[config.mk]
export PLATFORM = sky130hd
export DESIGN_NAME = burst_addr_gen
export DESIGN_NICKNAME = d
export VERILOG_FILES = /design/src/rtl/burst_addr_pkg.sv /design/src/rtl/burst_cmd_decode.sv /design/src/rtl/burst_beat_ctr.sv /design/src/rtl/burst_order_map.sv /design/src/rtl/burst_addr_gen.sv
export SDC_FILE = /design/constraint.sdc
export NUM_CORES = 1
export LEC_CHECK = 0
export BUFFER_PORTS_ARGS = -buffer_cell sky130_fd_sc_hd__buf_2
export CORE_MARGIN = 2
export CORE_UTILIZATION = 42
export CTS_CLUSTER_DIAMETER = 60
export CTS_CLUSTER_SIZE = 25
export DETAILED_ROUTE_END_ITERATION = 10
export GPL_ROUTABILITY_DRIVEN = 0
export PLACE_DENSITY = 0.84
export SETUP_SLACK_MARGIN = 0.5
export SLEW_MARGIN = 20
export SYNTH_ARGS = -nofsm -noshare
export SYNTH_HDL_FRONTEND = slang
export SYNTH_SLANG_ARGS = --single-unit
[constraint.sdc]
create_clock -name clk -period 1.01 [get_ports clk]
set_input_delay 0.2525 -clock clk [delete_from_list [all_inputs] [get_ports clk]]
set_output_delay 0.2525 -clock clk [all_outputs]
set_load 0.005 [all_outputs]
[src/rtl/burst_addr_pkg.sv]
package burst_addr_pkg;

    typedef enum logic {
        ORD_LINEAR = 1'b0,
        ORD_XOR    = 1'b1
    } order_e;

    typedef enum logic [1:0] {
        CMD_HOLD = 2'd0,
        CMD_STEP = 2'd1,
        CMD_LOAD = 2'd2
    } cmd_e;

endpackage

[src/rtl/burst_cmd_decode.sv]
module burst_cmd_decode
    import burst_addr_pkg::*;
(
    input  logic start_i,
    input  logic step_n_i,
    output cmd_e cmd_o
);
    // A load wins over a step presented in the same cycle.
    always_comb begin
        if (start_i)        cmd_o = CMD_LOAD;
        else if (!step_n_i) cmd_o = CMD_STEP;
        else                cmd_o = CMD_HOLD;
    end
endmodule

[src/rtl/burst_beat_ctr.sv]
module burst_beat_ctr
    import burst_addr_pkg::*;
#(
    parameter int OFS_W = 2
) (
    input  logic             clk,
    input  logic             rst,
    input  cmd_e             cmd_i,
    input  logic [OFS_W-1:0] ofs_i,
    output logic [OFS_W-1:0] beat_o,
    output logic [OFS_W-1:0] seed_o
);
    typedef struct packed {
        logic [OFS_W-1:0] beat;
        logic [OFS_W-1:0] seed;
    } ctr_t;

    ctr_t ctr_d, ctr_q;

    always_comb begin
        ctr_d = ctr_q;
        case (cmd_i)
            CMD_LOAD: begin
                ctr_d.seed = ofs_i;
                ctr_d.beat = '0;
            end
            CMD_STEP: ctr_d.beat = ctr_q.beat + 1'b1;
            default:  ctr_d = ctr_q;
        endcase
    end

    always_ff @(posedge clk) begin
        if (rst) ctr_q <= '0;
        else     ctr_q <= ctr_d;
    end

    assign beat_o = ctr_q.beat;
    assign seed_o = ctr_q.seed;
endmodule

[src/rtl/burst_order_map.sv]
module burst_order_map
    import burst_addr_pkg::*;
#(
    parameter int OFS_W = 2
) (
    input  order_e           order_i,
    input  logic [OFS_W-1:0] seed_i,
    input  logic [OFS_W-1:0] beat_i,
    output logic [OFS_W-1:0] low_o
);
    logic [OFS_W-1:0] lin_w;
    logic [OFS_W-1:0] xor_w;

    // Linear: modular sum, so the wrap never leaves the offset field.
    assign lin_w = seed_i + beat_i;

    // Interleaved: each offset bit is flipped by the matching beat bit.
    for (genvar b = 0; b < OFS_W; b++) begin : g_xor_bit
        assign xor_w[b] = seed_i[b] ^ beat_i[b];
    end

    assign low_o = (order_i == ORD_XOR) ? xor_w : lin_w;
endmodule

[src/rtl/burst_addr_gen.sv]
module burst_addr_gen
    import burst_addr_pkg::*;
#(
    parameter int ADDR_W = 15,
    parameter int OFS_W  = 2
) (
    input  logic                    clk,
    input  logic                    rst,
    input  logic                    start_i,
    input  logic                    step_n_i,
    input  logic                    order_i,
    input  logic [OFS_W-1:0]        ofs_i,
    input  logic [ADDR_W-OFS_W-1:0] base_i,
    output logic [ADDR_W-1:0]       addr_o
);
    localparam int UP_W = ADDR_W - OFS_W;

    typedef struct packed {
        logic [UP_W-1:0] upper;
    } up_t;

    cmd_e             cmd_w;
    logic [OFS_W-1:0] beat_w;
    logic [OFS_W-1:0] seed_w;
    logic [OFS_W-1:0] low_w;
    order_e           order_w;
    up_t              up_d, up_q;

    assign order_w = order_e'(order_i);

    burst_cmd_decode u_dec (
        .start_i  (start_i),
        .step_n_i (step_n_i),
        .cmd_o    (cmd_w)
    );

    burst_beat_ctr #(.OFS_W(OFS_W)) u_ctr (
        .clk    (clk),
        .rst    (rst),
        .cmd_i  (cmd_w),
        .ofs_i  (ofs_i),
        .beat_o (beat_w),
        .seed_o (seed_w)
    );

    burst_order_map #(.OFS_W(OFS_W)) u_map (
        .order_i (order_w),
        .seed_i  (seed_w),
        .beat_i  (beat_w),
        .low_o   (low_w)
    );

    // Upper bits change only on a load.
    always_comb begin
        up_d = up_q;
        if (cmd_w == CMD_LOAD) up_d.upper = base_i;
    end

    always_ff @(posedge clk) begin
        if (rst) up_q <= '0;
        else     up_q <= up_d;
    end

    assign addr_o = {up_q.upper, low_w};
endmodule

==> out/metrics.cfg <==
[logic_synthesis]
synth-edff-count=0
synth_top_area_share_pct=50.5
ys_ff_latch=17
syn_area_sq_um=674
ys.flop_type=dfxtp_1
yosysTopAreaCell=dfxtp_1
yosysMostFrequentCell=dfxtp_1
yosysWarningCount=0
synth_area_leaders=dfxtp_1 50%, mux2i_1 22%, nor2_1 8.3%
yosysUniqueCellTypes=12
yosysSeqAreaShare_pct=50.5
synth.top_cells.by_count=17 x dfxtp_1, 15 x mux2i_1, 15 x nor2_1
syn_nets=81
synth_cells=60
avgSynthCellArea_sq_um=11.2
synthArstFlopShare_pct=0

[layout]
fin_nets=121
diodes=0
final_cells=115
design_area_sq_um=992
multi_input_area_sq_um=335
final_layout_size_suffix_gt1_share_pct=65.7
regArea_sq_um=360
area_delta_synth_final_pct=47.1
fillers=132

[sta]
setup_ws_ns=-0.383
finClkSkew_ns=0.000656
tightest_slew_ns=0.322
finalCritPeriodShare_pct=138
relSlewSlack_pct=78.5
clock.fmax_mhz=718
whs_ns=0.202
rsz0062_at_grt=true
finalMaxSlewViolations=0
fin_crit_ns=1.39
setup_viol=4
final-hold-violation-count=0

[detailed_routing]
first_pass_iters=2
vias=543
remaining_drc_errors=0
ant_nets=0
drt_wl_total_microns=1320
drtIter0Drc=3
wire_per_inst_microns=11.5
avgViaCountPerCell=4.72

[critical_path]
cp.arrival_ns=1.14
slowest_stage=dfxtp_2
crit_chain=ha_4, nor2b_4, xnor2_2, buf_2
crit_path_end_kind=output port
r2r_start=u_ctr.beat_o[0]
startpoint_type=register
rr_endpoint=u_ctr.beat_o[1]
cp_max_fo=2
crit_required_ns=0.76
path_class=register to output port
r2r_slack_ns=-0.20
slowest_delay_ns=0.36
reg2regPathDepth=6

[floorplan]
core_sq_um=1510
pin_count=35
dieArea_sq_um=1940
die_w_microns=44.1
die_y_microns=44.1
rows=14
initial_core_util_pct=44.8

[min_path]
min_to=up_q[1]
hold_class=primary input to register
hold_depth=3
hold_start=base_i[1]

[cts]
insertion_delay_ns=0.28
clock-root-buffer=clkbuf_4
ctsHoldBuffers=0
numCtsBuffers=3
cts_sinks=17
htreeDepth=1
cts.reportedPaths.clkPinSlew_ns=0.10
clk_path_buf_depth=2
cts_tree=built

[global_routing]
grt_use_total_pct=15.0
grt_max_degree=18
antenna_found_initial=0
grt_pass1_vias=538
grt_pass1_wl_microns=2140
overflow=0

[power_and_ir_drop]
p_sw_share_pct=23.8
pwr-share-clk_pct=27.0
ir_drop_uv=982
p_leak_uw=0.000499
power_uw=1310
pwr-share-comb_pct=16.8
p_seq_share_pct=56.2
p_sw_uw=312
cellPowerDensity_nw_per_um2=1320
internal_power_uw=1000

[place]
place_area_sq_um=885
dp_cells=108
post-dp-hpwl_microns=957
port_buffers=34

[outcome]
outcome=finished with violations
violations=negative setup slack

[run]
cap_violations=0

how the worst max path moves through the flow:
stage / startpoint / end / slack [ns] / depth (start not counted)
global route: u_ctr.beat_o[0] / addr_o[1] / -0.44 / 4
global placement: u_ctr.seed_o[0] / addr_o[1] / -0.06 / 4
floorplan: u_ctr.beat_o[0] / addr_o[1] / 0.04 / 3
finish: u_ctr.seed_o[0] / addr_o[1] / -0.38 / 4
CTS: u_ctr.beat_o[0] / addr_o[1] / -0.39 / 4
detailed placement: start_i / up_q[2] / -0.09 / 3
through the flow:
| stage | util, % | setup TNS, ns | setup WS [ns] |
|---|---|---|---|
| 6_report | 65.9 | -0.884 | -0.383 |
| 5_1_grt | 65.9 | -1.14 | -0.442 |
| 3_5_place_dp | 58.7 | -1.23 | -0.0925 |
| 2_1_floorplan | - | 0 | 0.0396 |
| 4_1_cts | 63.0 | -0.754 | -0.394 |
| 3_3_place_gp | 58.7 | -0.862 | -0.0633 |
power groups by stage:
| stage | Sequential (uW) | Clock [uW] | Combinational (uW) |
|---|---|---|---|
| 3_3_place_gp | 750 | 0 | 182 |
| 2_1_floorplan | 753 | 0 | 121 |
| 6_report | 738 | 354 | 221 |
| 4_1_cts | 736 | 368 | 208 |
| 5_1_grt | 744 | 400 | 243 |
| 3_5_place_dp | 750 | 0 | 188 |
area by class of cell:
cell class | count | share of cell area [%]
flip-flops and latches | 17 | 36.3
multi-input cells | 39 | 33.8
repair buffers | 39 | 25.2
clock buffers | 4 | 2.65
well taps | 16 | 2.02
repair_timing:
action                     4_1_cts  5_1_grt
gates resized for setup          7        5
buffers inserted                 1        2
setup endpoints to repair       32       32
pin swaps                        4        4
kinds of logic (layout without fill, tap and decap cells):
logic type | Yosys count | count (layout) | share of synthesized area [%]
xor+xnor | 3 | 3 | 3.90
fa+ha+maj | 1 | 1 | 1.85
buf+inv | 4 | 43 | 6.12
flops | 17 | 17 | 50.5
mux | 15 | 15 | 22.3
simple gates | 20 | 20 | 15.4
sequential cells by signal (all words and copies together) (netlist names):
name / cells
u_ctr.seed_o: 2
u_ctr.beat_o: 2
up_q: 13
placed cells by master, fill, tap and decap left out, drive strengths merged:
| cell type | instances |
|---|---|
| mux2i | 15 |
| buf | 39 |
| nor2 | 15 |
| nor2b | 2 |
| ha | 1 |
| xnor2 | 3 |
| clkbuf | 4 |
| and2b | 1 |
| nor3 | 1 |
| nor4 | 1 |
| dfxtp | 17 |
layer usage:
metal  track usage, %  vias up  wire [microns]
li1                 -      276               -
met1             16.7      249             566
met2             26.2       14             673
met3             2.45        4              47
met4             9.70        0              29
met5                0        -               0
critical path, delay by kind of cell (launching register included):
family / cells / cell delay [ns]
DFF: 1 / 0.36
buffers and inverters: 1 / 0.12
xor gates and xnor gates: 1 / 0.10
adders and majority gates: 1 / 0.12
and+or+nand+nor: 1 / 0.14
(Power assumes the default switching activity.)
